===== src/rtl/uart_tx_pkg.sv =====
package uart_tx_pkg;

    typedef enum logic [2:0] {
        ST_IDLE,
        ST_START,
        ST_DATA,
        ST_PARITY,
        ST_STOP
    } tx_state_t;

    // bit positions inside the packed mode byte
    localparam int MODE_SEVEN_BIT = 6;
    localparam int MODE_PAR_BIT   = 5;
    localparam int MODE_STOP_BIT  = 3;

    localparam int TICKS_PER_BIT  = 16;

    typedef struct packed {
        logic seven;
        logic par_en;
        logic two_stop;
    } tx_fmt_t;

endpackage


===== src/rtl/tx_byte_queue.sv =====
module tx_byte_queue #(
    parameter int DEPTH = 16,
    parameter int W     = 8,
    localparam int AW   = $clog2(DEPTH),
    localparam int CW   = $clog2(DEPTH + 1)
) (
    input  logic          clk,
    input  logic          rst_n,
    input  logic          push,
    input  logic [W-1:0]  din,
    input  logic          pop,
    output logic [W-1:0]  dout,
    output logic [CW-1:0] count,
    output logic          empty,
    output logic          ovf
);

    logic [W-1:0]  mem [DEPTH];
    logic [AW-1:0] wptr, rptr;
    logic          full, push_ok, pop_ok;

    assign full    = (count == CW'(DEPTH));
    assign empty   = (count == '0);
    assign push_ok = push && !full;
    assign pop_ok  = pop && !empty;
    assign dout    = mem[rptr];

    always_ff @(posedge clk) begin
        if (push_ok) mem[wptr] <= din;
    end

    always_ff @(posedge clk or negedge rst_n) begin
        if (!rst_n) begin
            wptr  <= '0;
            rptr  <= '0;
            count <= '0;
            ovf   <= 1'b0;
        end else begin
            ovf <= push && full;
            if (push_ok) wptr <= (wptr == AW'(DEPTH - 1)) ? '0 : wptr + 1'b1;
            if (pop_ok)  rptr <= (rptr == AW'(DEPTH - 1)) ? '0 : rptr + 1'b1;
            unique case ({push_ok, pop_ok})
                2'b10:   count <= count + 1'b1;
                2'b01:   count <= count - 1'b1;
                default: count <= count;
            endcase
        end
    end

endmodule


===== src/rtl/tx_tick_gen.sv =====
module tx_tick_gen #(
    parameter int DIVW = 12
) (
    input  logic            clk,
    input  logic            rst_n,
    input  logic            use_ext,
    input  logic [DIVW-1:0] div,
    input  logic            ext_clk,
    output logic            tick
);

    logic [DIVW-1:0] cnt;
    logic [2:0]      ext_sync;
    logic            int_tick, ext_tick;

    assign int_tick = !use_ext && (cnt >= div);
    assign ext_tick = use_ext && ext_sync[1] && !ext_sync[2];
    assign tick     = int_tick || ext_tick;

    always_ff @(posedge clk or negedge rst_n) begin
        if (!rst_n) begin
            cnt      <= '0;
            ext_sync <= '0;
        end else begin
            ext_sync <= {ext_sync[1:0], ext_clk};
            if (use_ext || cnt >= div) cnt <= '0;
            else                       cnt <= cnt + 1'b1;
        end
    end

endmodule


===== src/rtl/tx_frame_fsm.sv =====
module tx_frame_fsm
    import uart_tx_pkg::*;
(
    input  logic       clk,
    input  logic       rst_n,
    input  logic       tick,
    input  logic       avail,
    input  logic       cts_ok,
    input  logic [7:0] data,
    input  tx_fmt_t    fmt_in,
    input  logic       odd_in,
    output logic       pop,
    output logic       txd,
    output tx_state_t  state,
    output tx_fmt_t    fmt_q
);

    tx_state_t state_n;
    logic [3:0] sub;
    logic [2:0] nbit;
    logic [7:0] shreg;
    logic       par_q;
    logic       bit_end, go;
    logic [2:0] last_data, last_stop;
    logic [7:0] mask;

    assign bit_end   = tick && (sub == 4'(TICKS_PER_BIT - 1));
    assign last_data = fmt_q.seven ? 3'd6 : 3'd7;
    assign last_stop = fmt_q.two_stop ? 3'd1 : 3'd0;
    assign go        = (state == ST_IDLE) && avail && cts_ok;
    assign pop       = go;
    assign mask      = fmt_in.seven ? 8'h7F : 8'hFF;

    // next-state decision
    always_comb begin
        state_n = state;
        unique case (state)
            ST_IDLE:   if (go) state_n = ST_START;
            ST_START:  if (bit_end) state_n = ST_DATA;
            ST_DATA:   if (bit_end && nbit == last_data)
                           state_n = fmt_q.par_en ? ST_PARITY : ST_STOP;
            ST_PARITY: if (bit_end) state_n = ST_STOP;
            ST_STOP:   if (bit_end && nbit == last_stop) state_n = ST_IDLE;
            default:   state_n = ST_IDLE;
        endcase
    end

    // state register
    always_ff @(posedge clk or negedge rst_n) begin
        if (!rst_n) state <= ST_IDLE;
        else        state <= state_n;
    end

    // frame datapath
    always_ff @(posedge clk or negedge rst_n) begin
        if (!rst_n) begin
            sub   <= '0;
            nbit  <= '0;
            shreg <= '0;
            par_q <= 1'b0;
            fmt_q <= '0;
        end else if (go) begin
            sub   <= '0;
            nbit  <= '0;
            shreg <= data;
            fmt_q <= fmt_in;
            par_q <= (^(data & mask)) ^ odd_in;
        end else if (state != ST_IDLE && tick) begin
            sub <= sub + 1'b1;
            if (bit_end) begin
                nbit <= (state_n != state) ? 3'd0 : nbit + 1'b1;
                if (state == ST_DATA) shreg <= {1'b0, shreg[7:1]};
            end
        end
    end

    // line output
    always_comb begin
        unique case (state)
            ST_IDLE:   txd = 1'b1;
            ST_START:  txd = 1'b0;
            ST_DATA:   txd = shreg[0];
            ST_PARITY: txd = par_q;
            ST_STOP:   txd = 1'b1;
            default:   txd = 1'b1;
        endcase
    end

endmodule


===== src/rtl/fifo_uart_tx.sv =====
module fifo_uart_tx
    import uart_tx_pkg::*;
#(
    parameter int DEPTH = 16,
    parameter int DIVW  = 12,
    localparam int CW   = $clog2(DEPTH + 1)
) (
    input  logic            clk,
    input  logic            rst_n,
    input  logic            wr_en,
    input  logic [7:0]      wr_data,
    input  logic [7:0]      mode,
    input  logic            parity_odd,
    input  logic            clk_sel,
    input  logic [DIVW-1:0] baud_div,
    input  logic            ext_clk16,
    input  logic            cts_n,
    output logic            txd,
    output logic [CW-1:0]   fill_count,
    output logic            empty,
    output logic            overflow
);

    logic       tick, pop, cts_ok;
    logic [1:0] cts_sync;
    logic [7:0] head;
    tx_fmt_t    fmt_in, fmt_q;
    tx_state_t  state;

    assign fmt_in = '{seven:    mode[MODE_SEVEN_BIT],
                      par_en:   mode[MODE_PAR_BIT],
                      two_stop: mode[MODE_STOP_BIT]};
    assign cts_ok = !cts_sync[1];

    always_ff @(posedge clk or negedge rst_n) begin
        if (!rst_n) cts_sync <= 2'b11;
        else        cts_sync <= {cts_sync[0], cts_n};
    end

    tx_byte_queue #(.DEPTH(DEPTH), .W(8)) u_queue (
        .clk   (clk),
        .rst_n (rst_n),
        .push  (wr_en),
        .din   (wr_data),
        .pop   (pop),
        .dout  (head),
        .count (fill_count),
        .empty (empty),
        .ovf   (overflow)
    );

    tx_tick_gen #(.DIVW(DIVW)) u_tick (
        .clk     (clk),
        .rst_n   (rst_n),
        .use_ext (clk_sel),
        .div     (baud_div),
        .ext_clk (ext_clk16),
        .tick    (tick)
    );

    tx_frame_fsm u_fsm (
        .clk    (clk),
        .rst_n  (rst_n),
        .tick   (tick),
        .avail  (!empty),
        .cts_ok (cts_ok),
        .data   (head),
        .fmt_in (fmt_in),
        .odd_in (parity_odd),
        .pop    (pop),
        .txd    (txd),
        .state  (state),
        .fmt_q  (fmt_q)
    );

endmodule


===== config.mk =====
export PLATFORM = sky130hd
export DESIGN_NAME = fifo_uart_tx
export DESIGN_NICKNAME = d
export VERILOG_FILES = /design/src/rtl/uart_tx_pkg.sv /design/src/rtl/tx_byte_queue.sv /design/src/rtl/tx_tick_gen.sv /design/src/rtl/tx_frame_fsm.sv /design/src/rtl/fifo_uart_tx.sv
export SDC_FILE = /design/constraint.sdc
export NUM_CORES = 1
export LEC_CHECK = 0
export BUFFER_PORTS_ARGS = -buffer_cell sky130_fd_sc_hd__buf_2
export CORE_ASPECT_RATIO = 0.8
export CORE_UTILIZATION = 35
export DETAILED_ROUTE_END_ITERATION = 12
export MAX_ROUTING_LAYER = met4
export PLACE_DENSITY = 0.56
export SLEW_MARGIN = 20
export SYNTH_ARGS = -nofsm -noshare
export SYNTH_HDL_FRONTEND = slang
export SYNTH_SLANG_ARGS = --single-unit

===== constraint.sdc =====
create_clock -name clk -period 3.8 [get_ports clk]
set_clock_uncertainty 0.1 [all_clocks]
set_input_delay 0.38 -clock clk [delete_from_list [all_inputs] [get_ports clk]]
set_output_delay 0.38 -clock clk [all_outputs]
set_load 0.01 [all_outputs]

# Yosys cells after proc, flatten, opt, wreduce, memory -nomap -nowiden
# Memories as Yosys holds them, arrays and structs flattened.
# Index checks and enable logic that the tools add are counted.
# word_totals
out_inout_bits	8
in_bits	35
n_memories	1
elab_cells	95
rom_bits	0
latchBits	0
ff_bits	53
ramBits	128
# op_classes
mux	27
reduce_logical	29
div_mod_pow	0
shifts	0
mul	0
eq_ne	13
addsub	7
order_cmp	1
bitwise_logic	2
# mem_list
memory	words	width	read_ports	rd_ports_with_merged_regs	write_ports	line	source
u_queue.mem	16	8	1	0	1	tx_byte_queue.sv:18	logic [W-1:0] mem [DEPTH];
# op_table
op	count
two-way mux 8 bit	5
two-way mux 3 bit	10
two-way mux 4 bit	4
one-hot mux 3 bit (5 select lines)	1
adder 12 x 1 -> 12 bit (second input constant)	1
adder 4 x 1 -> 4 bit (second input constant)	3
equality test 4 bit (second input constant)	3
>= comparator 12 bit	1
logical AND 1 bit	12
two-way mux 12 bit	1
one-hot mux 5 bit (2 select lines)	1
bitwise AND 8 bit	1
nonzero test 2 bit	4
parity 8 bit	1
equality test 3 x 2 -> 1 bit (second input constant)	2
equality test 3 bit	2
adder 5 x 1 -> 5 bit (second input constant)	1
equality test 5 bit (second input constant)	1
logical NOT 1 bit	5
logical NOT 5 bit	1
subtractor 5 x 1 -> 5 bit (second input constant)	1
two-way mux 1 bit	4
adder 3 x 1 -> 3 bit (second input constant)	1
equality test 3 x 1 -> 1 bit (second input constant)	1
other kinds (11)	12

# Logic depth before layout (Yosys ltp)
# Gate-level depths: netlist of the first run.
# logic_depth
word_depth	12
mapped_depth	15
mapped_depth_nobuf	13

# Cells and area by module
# Synthesis of the first run repeated with hierarchy kept, for this count alone.
# unflattened
hier_cells	536
area_unflattened_um2	7961.4
# by_module_without_submodules
mod	area_each_um2	cells_each	seq_area_each_um2	instances
tx_byte_queue	5790.6	312	4194.0	1
tx_frame_fsm	1192.4	122	550.5	1
tx_tick_gen	918.4	98	375.4	1
fifo_uart_tx	60.1	4	52.6	1

# Least setup slack after synthesis of the first run
# Ideal clock, no wire load.
# synth_timing
path_type	register to register
start	register u_queue.count[1]
end	register u_queue.count[4]
path_stages_with_launch	16
t_arrival_ps	2917
period_less_slack_ps	3145
n_path_buf	2
slack_ps	655
required_ps	3572
setup_ps	128
cell_sequence	dfrtp_1 -> nor4_1 -> nor2b_1 -> or3_1 -> clkbuf_1 -> inv_2 -> clkbuf_1 -> ha_1 -> inv_1 -> fa_1 -> inv_1 -> a21o_1 -> a21oi_1 -> xnor2_1 -> nor2_1 -> xor2_1
# synth_between
elab_chain_cells	7
word_cells_on_any_way	14
classes_between	2 x add/sub; 3 x eq/ne; 1 x mux; 8 x reduce/logical
# synth_lines
element	line	source
start: declaration	tx_byte_queue.sv:13	output logic [CW-1:0] count,
start signal: assignment	tx_byte_queue.sv:43	2'b10: count <= count + 1'b1;
start signal: assignment	tx_byte_queue.sv:44	2'b01: count <= count - 1'b1;
start signal: assignment	tx_byte_queue.sv:45	default: count <= count;
logical NOT 5 bit *	tx_byte_queue.sv:23	assign empty = (count == '0);
via empty	fifo_uart_tx.sv:20	output logic empty,
logical NOT 1 bit *	tx_byte_queue.sv:25, fifo_uart_tx.sv:65	
logical AND 1 bit (2 in series)	tx_frame_fsm.sv:30	assign go = (state == ST_IDLE) && avail && cts_ok;
logical AND 1 bit *	tx_byte_queue.sv:25	assign pop_ok = pop && !empty;
via u_queue.pop_ok	tx_byte_queue.sv:20	logic full, push_ok, pop_ok;
equality test 2 x 1 -> 1 bit or equality test 2 bit (tied branches)	tx_byte_queue.sv:42	unique case ({push_ok, pop_ok})
one-hot mux 5 bit (2 select lines) or nonzero test 2 bit (tied branches)	-	
# The timed path passes the listed nets; every way through them passes the cells marked *.
# A chain may end at the register's enable or synchronous reset.

# Worst setup path after layout of the first run
# layout_timing
start	register u_fsm.state[1]
end	register u_queue.count[4]
# layout_between
elab_chain_cells	6
word_cells_on_any_way	8
classes_between	2 x eq/ne; 1 x mux; 5 x reduce/logical
# layout_lines
element	line	source
start: declaration	tx_frame_fsm.sv:14	output tx_state_t state,
start signal: assignment	tx_frame_fsm.sv:51	else state <= state_n;
logical NOT 3 bit *	tx_frame_fsm.sv:30	
logical AND 1 bit * (2 in series)	tx_frame_fsm.sv:30	
logical AND 1 bit *	tx_byte_queue.sv:25	
equality test 2 x 1 -> 1 bit or equality test 2 bit (tied branches)	tx_byte_queue.sv:42	
one-hot mux 5 bit (2 select lines) or nonzero test 2 bit (tied branches)	-	
# Mark *: on every way between the ends. The rest lies on a longest branch, timed or not.

==> metrics.yaml, run 1 <==
synth:
  async_flop_share: 0.2928
  syn_avg_cell_area_um2: 14.04
  synth-seq-cells: 181
  post_synth_inst_count: 568
  synth_edf_count: 128
  synth_largest_area_cell: "edfxtp_1"
  synth_area_um2: 7973
  synth_ff_type: "edfxtp_1"
  syn-num-nets: 628
  synth_area_leaders: "edfxtp_1 (48%), dfrtp_1 (16%), mux2i_1 (4.3%)"
  yosysSeqAreaShare: 0.6488
  yosysTopAreaCellShare: 0.4821
  synth_cell_types: 50
  yosysWarnings: 0
placed_design:
  pre_cts_slack_ps: 696.7
  dpl_cell_area_um2: 8467
  place_congestion: 0.8418
  dp_hpwl_um: 11150
  port_buffers: 37
flow_run:
  maxCapViolCount: 0
sta:
  worst_pin_slew_ps: 982.1
  rsz0062_at_grt: "false"
  setup_viol: 0
  clock.fmax_ghz: 0.3203
  holdWs_ps: 53.60
  final_max_slew_viol_count: 0
  setup_slack_ps: 678.2
  period_share: 0.8215
  slew_headroom: 0.3428
  min_period_ps: 3122
  timing.setup.tns_ps: 0
  hold_viol_final: 0
critical_path:
  critical-path-slowest-cell: "dfrtp_1"
  worstPathArrival_ps: 3330
  cp_num_buf_inv: 3
  worstSetupStartpointType: "flop"
  worstPathMaxFanout: 16
  cp_cell_sequence: "or3_1 > or3_1 > inv_2 > ha_1 > inv_1 > fa_1 > inv_1 > a21o_1 > a21oi_1 > xnor2_1 > nor2_1 > xor2_1"
  path_class: "reg2reg"
  cp-end-kind: "flop"
  r2r_setup_slack_ps: 680
  path_delay_family: "simple AND/OR/NAND/NOR gates"
  max_stage_delay_ps: 470
  required_ps: 4010
route:
  vias_per_cell: 4.999
  wl_per_cell_um: 17.84
  vias: 4619
  drt_first_pass_iters: 5
  drc: 0
  routed_wl_um: 16480
  drt_iter0_markers: 350
  ant_nets: 0
clock_tree:
  clkTransAtPathRegs_ps: 70
  clock-root-buffer: "clkbuf_16"
  clkLatencyLatePin_ps: 430
  numCtsBuffers: 17
  ctsHoldBuffers: 3
  clock_sinks: 181
  cts_resized: 0
  htree_levels: 4
  cts.path.max_buffers: 2
  postCtsSetupRepairBufs: 0
  tritoncts: "done"
grt:
  grt_first_pass_wirelength_um: 25360
  antenna_found_initial: 1
  track_usage: 0.1550
  grt-ovfl-total: 0
  grt_pass1_vias: 4567
  grt_max_degree: 38
pwr:
  leakagePower_nw: 3.519
  power_density_nw_per_um2: 643.5
  ir_drop_uv: 334.6
final_layout:
  nNetsFinal: 671
  final_cell_mix: "edfxtp_1 (128), dfrtp_1 (50), nand2_1 (45)"
  fill_cells: 2046
  design_area_um2: 9064
  final_common_cell: "edfxtp_1"
  drive_above_1_share: 0.1608
  syn2layout_area_growth_pct: 13.68
die:
  io-pin-count: 43
  dieWidth_um: 170.7
  core_um2: 21980
  start_util: 0.3627
  die_y_um: 137.0
  placementRows: 48
  die_area_um2: 23390
worst_hold_path:
  hp-class: "in2reg"
outcome:
  status: "complete, no violations"
[routing by layer]
| metal | GRT usage | part of all wire |
|---|---|---|
| met3 | 0.03846 | 0.045 |
| met4 | 0.05105 | 0.013 |
| met1 | 0.2085 | 0.49 |
| met2 | 0.2295 | 0.46 |
| met5 | - | 0 |
[kinds of logic after synthesis]
group | share of synthesized area
DFF | 0.6488
muxes | 0.08883
and+or+nand+nor | 0.07423
xor gates and xnor gates | 0.03390
buffers and inverters | 0.03217
AOI/OAI and AO/OA | 0.08192
adders and majority gates | 0.04018
[flip-flops by register name, summed over array words and instances (netlist names)]
register / cells
u_queue.mem: 128
u_tick.cnt: 12
u_fsm.shreg: 8
u_queue.count: 5
u_fsm.sub: 4
u_queue.rptr: 4
u_queue.wptr: 4
u_fsm.fmt_q: 3
u_fsm.nbit: 3
u_fsm.state: 3
u_tick.ext_sync: 3
cts_sync: 2
u_fsm.par_q: 1
u_queue.ovf: 1
[report_power, final]
| group | internal (W) | total (W) | leakage (nW) | switching [W] |
|---|---|---|---|---|
| logic | 0.000673 | 0.00155 | 1.42 | 0.000875 |
| clock network | 0.000965 | 0.00170 | 0.258 | 0.000731 |
| registers | 0.00239 | 0.00259 | 1.84 | 0.000200 |
[worst paths after layout]
kind | to | depth (start not counted) | startpoint
max in group asynchronous | u_queue.rptr[0] | 3 | rst_n
min | u_fsm.fmt_q[0] | 3 | mode[3]
min in group asynchronous | u_tick.cnt[6] | 2 | rst_n
min reg2reg | u_tick.ext_sync[1] | 0 | u_tick.ext_sync[0]
max | u_queue.count[4] | 12 | u_fsm.state[1]
max reg2reg | u_queue.count[4] | 12 | u_fsm.state[1]
[Yosys cell counts, types with 14 or more instances]
cell type and instances:
xor2_1 18, ha_1 24, mux4_2 14, dfrtp_1 51
inv_1 24, edfxtp_1 128, nand3_1 16, mux2i_1 34
a21oi_1 24, a221oi_1 15, nor2_1 34, nand2_1 45
o21ai_0 29
[area by class of cell]
| class | instances | area [um2] | area share |
|---|---|---|---|
| Timing Repair Buffer | 51 | 310.3 | 0.03424 |
| Tap cell | 300 | 375.4 | 0.04141 |
| Clock inverter | 11 | 128.9 | 0.01422 |
| Inverter | 25 | 93.84 | 0.01035 |
| Multi-Input combinational cell | 335 | 2544 | 0.2806 |
| Sequential cell | 181 | 5174 | 0.5708 |
| Antenna cell | 2 | 5.005 | 0.0005522 |
| Clock buffer | 19 | 432.9 | 0.04776 |
[per-stage QoR]
step | power (W) | utilization | std cells
6_report | 0.005832 | 0.4123 | 924
5_1_grt | 0.006134 | 0.4122 | 923
4_1_cts | 0.005880 | 0.4121 | 922
3_5_place_dp | 0.004188 | 0.3852 | 889
3_3_place_gp | 0.004141 | 0.3852 | 889
2_1_floorplan | 0.003767 | - | 568
[worst reg2reg max path: cells and delay by family, from the launching register on]
family,cells,cell delay (ps)
xor gates and xnor gates,2,290
and+or+nand+nor,3,840
DFF,1,470
adders and majority gates,2,710
AOI/OAI and AO/OA,2,180
buffers and inverters,3,420
No activity file was read; power rests on OpenSTA's default activity.
==> run 2, diff against run 1 <==
Clock period 3.8 ns to 3.21 ns, I/O delays scaled along.
==> metrics.yaml, run 2 (synthesis results as in run 1) <==
placed_design:
  dpl.cell_count: 903
  pre_cts_slack_ps: 361.2
  dpl_cell_area_um2: 8582
  place_congestion: 0.7976
  dp_hpwl_um: 11440
  port_buffers: 37
clock_tree:
  clock-root-buffer: "clkbuf_16"
  tritoncts: "done"
  ctsHoldBuffers: 5
  htree_levels: 4
  clkTransAtPathRegs_ps: 70
  cts_resized: 0
  clock_sinks: 181
  cts.path.max_buffers: 2
  clkLatencyLatePin_ps: 430
  numCtsBuffers: 17
  postCtsSetupRepairBufs: 0
grt:
  antenna_found_initial: 0
  track_usage: 0.1598
  grt-ovfl-total: 0
  grt_first_pass_wirelength_um: 26160
  grt_max_degree: 43
  grt_pass1_vias: 4739
critical_path:
  critical-path-slowest-cell: "dfrtp_1"
  max_stage_delay_ps: 430
  cpMostUsedCell: "inv_1"
  path_class: "reg2reg"
  timing.rr.start: "u_queue.count[0]"
  r2r_end: "u_queue.count[4]"
  cp_num_buf_inv: 3
  worstRegToRegCells: 13
  worstSetupStartpointType: "flop"
  required_ps: 3430
  worstPathArrival_ps: 3090
  worstPathMaxFanout: 9
  cp-end-kind: "flop"
  cp_cell_sequence: "nor4_1 > nand2_1 > and2_1 > inv_1 > ha_1 > inv_1 > fa_1 > inv_1 > a21o_1 > a21oi_1 > xnor2_1 > nor2_1 > xor2_1"
  r2r_setup_slack_ps: 340
  path_delay_family: "simple AND/OR/NAND/NOR gates"
die:
  die_y_um: 137.0
  die_area_um2: 23390
  io-pin-count: 43
  dieWidth_um: 170.7
  start_util: 0.3627
  placementRows: 48
  core_um2: 21980
worst_hold_path:
  hp-class: "in2reg"
  whs_path_depth: 3
  hold_path_end: "u_fsm.fmt_q[2]"
  hold_start: "mode[6]"
sta:
  min_period_ps: 2873
  setup_viol: 0
  period_share: 0.8950
  setup_slack_ps: 337.0
  hold_viol_final: 0
  rsz0062_at_grt: "false"
  worst_pin_slew_ps: 962.2
  timing.setup.tns_ps: 0
  final_max_slew_viol_count: 0
  clock.fmax_ghz: 0.3481
  slew_headroom: 0.3585
final_layout:
  syn2layout_area_growth_pct: 15.25
  largest_reg_flops: 128
  nNetsFinal: 687
  fin_cells: 939
  design_area_um2: 9189
  drive_above_1_share: 0.1847
  final_common_cell: "edfxtp_1"
  final_cell_mix: "edfxtp_1 (128), dfrtp_1 (50), nand2_1 (45)"
  diodes: 0
  utilization: 0.4180
  largest_register: "u_queue.mem"
  reg_top3: "u_queue.mem (128), u_tick.cnt (12), u_fsm.shreg (8)"
pwr:
  ir_drop_uv: 372.7
  leakagePower_nw: 3.618
  power_density_nw_per_um2: 752.0
flow_run:
  maxCapViolCount: 0
route:
  routed_wl_um: 16940
  ant_nets: 0
  vias_per_cell: 4.963
  drt_first_pass_iters: 5
  drc: 0
  vias: 4660
  wl_per_cell_um: 18.04
  drt_iter0_markers: 277
outcome:
  status: "complete, no violations"
-- run 2: cell types whose count changed in the layout (fill, tap and decap cells not counted), sizes merged --
| cell | before | now |
|---|---|---|
| inv | 28 | 35 |
| buf | 48 | 62 |
| bufinv | 2 | 0 |
| clkbuf | 19 | 17 |
| clkinvlp | 5 | 1 |
| dlygate4sd3 | 3 | 5 |
| diode | 2 | 0 |
| clkinv | 1 | 3 |
-- run 2: per-layer routing --
layer,track usage,vias to the layer above,wire [um]
met1,0.2082,2319,7834
met3,0.04425,19,1057
met2,0.2379,97,7756
met5,-,-,0
li1,-,2225,-
met4,0.05956,0,289
-- run 2: cell type report --
| type | instances | area (um2) |
|---|---|---|
| clock inverter | 14 | 131.4 |
| sequential | 181 | 5174 |
| tap | 300 | 375.4 |
| fill | 2072 | 12790 |
| inverter | 25 | 93.84 |
| clock buffer | 17 | 425.4 |
| timing repair buffer | 67 | 435.4 |
| multi-input combinational | 335 | 2554 |
-- run 2: worst register-to-register path: stages, from the launching register on --
cell	delay [ps]
dfrtp_1	430
nor4_1	420
nand2_1	100
and2_1	250
inv_1	120
ha_1	240
inv_1	100
fa_1	400
inv_1	80
a21o_1	110
a21oi_1	70
xnor2_1	130
nor2_1	60
xor2_1	140
-- run 2: metrics by stage --
step	hold slack (ps)	total power, W
global route	27.59	0.007298
CTS	18.26	0.006995
floorplan	-74.59	0.004459
finish	28.62	0.006910
detailed placement	235.5	0.004982
global placement	232.7	0.004903
-- run 2: worst max path at each step --
stage | start | to | cells past startpoint
after global routing | u_queue.count[1] | u_queue.count[4] | 13
after global placement | u_queue.count[1] | u_queue.count[4] | 13
after CTS | u_queue.count[0] | u_queue.count[4] | 13
final | u_queue.count[0] | u_queue.count[4] | 13
after detailed placement | u_queue.count[0] | u_queue.count[4] | 13
after floorplan | u_queue.count[1] | u_queue.count[4] | 15
-- run 2: where the power goes --
part	switching [W]	total (W)	internal (W)
sequential	0.000210	0.00304	0.00283
clock	0.000964	0.00199	0.00103
combinational	0.00106	0.00188	0.000823
==> run 3, diff against run 2 <==
Settings changed: RECOVER_POWER set to 25.
==> metrics.yaml, run 3 (synthesis results as in run 1) <==
sta:
  setup_slack_ps: 337.0
  period_share: 0.8950
  clock.fmax_ghz: 0.3481
  worst_pin_slew_ps: 962.7
  rsz0062_at_grt: "false"
  setup_viol: 0
  timing.setup.tns_ps: 0
  final_max_slew_viol_count: 0
  min_period_ps: 2873
  hold_viol_final: 0
  slew_headroom: 0.3582
clock_tree:
  ctsHoldBuffers: 5
  htree_levels: 4
  cts_resized: 0
  clkTransAtPathRegs_ps: 70
  tritoncts: "done"
  postCtsSetupRepairBufs: 0
  clock-root-buffer: "clkbuf_16"
  clock_sinks: 181
  numCtsBuffers: 17
  clkLatencyLatePin_ps: 430
  cts.path.max_buffers: 2
final_layout:
  syn2layout_area_growth_pct: 15.16
  seqCellArea_um2: 5174
  largest_register: "u_queue.mem"
  nNetsFinal: 687
  final_cell_mix: "edfxtp_1 (128), dfrtp_1 (50), nand2_1 (45)"
  reg_top3: "u_queue.mem (128), u_tick.cnt (12), u_fsm.shreg (8)"
  fill_cells: 2077
  multiInputGateArea_um2: 2554
  largest_reg_flops: 128
  final_common_cell: "edfxtp_1"
  drive_above_1_share: 0.1753
  diodes: 0
pwr:
  finalPower_w: 0.006909
  power_density_nw_per_um2: 752.5
  leakagePower_nw: 3.601
  ir_drop_uv: 372.7
critical_path:
  worstPathArrival_ps: 3090
  cpMostUsedCell: "inv_1"
  path_class: "reg2reg"
  critical-path-slowest-cell: "dfrtp_1"
  cp_cell_sequence: "nor4_1 > nand2_1 > and2_1 > inv_1 > ha_1 > inv_1 > fa_1 > inv_1 > a21o_1 > a21oi_1 > xnor2_1 > nor2_1 > xor2_1"
  path_delay_family: "simple AND/OR/NAND/NOR gates"
  cp-end-kind: "flop"
  max_stage_delay_ps: 430
  cp_num_buf_inv: 3
  required_ps: 3430
  worstPathMaxFanout: 9
  worstSetupStartpointType: "flop"
die:
  dieWidth_um: 170.7
  io-pin-count: 43
  die_y_um: 137.0
  die_area_um2: 23390
  placementRows: 48
  core_um2: 21980
  start_util: 0.3627
grt:
  antenna_found_initial: 0
  track_usage: 0.1598
  grt_first_pass_wirelength_um: 26160
  grt_pass1_vias: 4739
  grt_max_degree: 43
  grt-ovfl-total: 0
placed_design:
  port_buffers: 37
  dp_hpwl_um: 11440
  place_congestion: 0.7976
  pre_cts_slack_ps: 361.2
worst_hold_path:
  hp-class: "in2reg"
route:
  drc: 0
  wl_per_cell_um: 18.05
  ant_nets: 0
  vias: 4650
  drt_first_pass_iters: 5
  drt_iter0_markers: 277
  routed_wl_um: 16950
  vias_per_cell: 4.952
outcome:
  status: "complete, no violations"
flow_run:
  maxCapViolCount: 0
## run 3: cell count changes in the layout (fill, tap and decap cells not counted)
| cell | before | now |
|---|---|---|
| buf_2 | 37 | 31 |
| clkbuf_1 | 0 | 6 |
## run 3: final timing paths
path,cells past startpoint,to,start,slack (ps)
max,13,u_queue.count[4],u_queue.count[0],340
min reg2reg,0,u_tick.ext_sync[1],u_tick.ext_sync[0],250
min in group asynchronous,2,u_fsm.nbit[2],rst_n,490
max reg2reg,13,u_queue.count[4],u_queue.count[0],340
min,3,u_fsm.fmt_q[2],mode[6],30
max in group asynchronous,3,u_tick.cnt[2],rst_n,1770
## run 3: power by group
part | total, W | leakage [nW] | internal (W) | switching, W
clock | 0.00199 | 0.274 | 0.00103 | 0.000964
combinational | 0.00188 | 1.49 | 0.000822 | 0.00106
sequential | 0.00304 | 1.84 | 0.00283 | 0.000211
total | 0.00691 | 3.60 | 0.00468 | 0.00223
## run 3: cell type report
cell class | instances | share of cell area
multi-input combinational | 335 | 0.2781
clock buffer | 17 | 0.04633
tap | 300 | 0.04088
timing repair buffer | 67 | 0.04661
clock inverter | 14 | 0.01431
sequential | 181 | 0.5635
inverter | 25 | 0.01022
## run 3: tightest hold or removal path, stage by stage
cell	delay, ps
buf_2	100
nand2_1	50
nand2_1	60
## run 3: stage by stage
stage,util,cell area (um2),instances,hold WS [ps]
global route,0.4177,9181,939,27.59
global placement,0.3900,8572,903,232.7
finish,0.4177,9181,939,28.62
detailed placement,0.3904,8582,903,235.5
floorplan,-,7973,568,-74.59
CTS,0.4180,9189,939,18.26
## run 3: metal layers
metal,part of all wire,track usage
met1,0.46,0.2082
met2,0.46,0.2379
met3,0.062,0.04425
met4,0.017,0.05956
met5,0,-
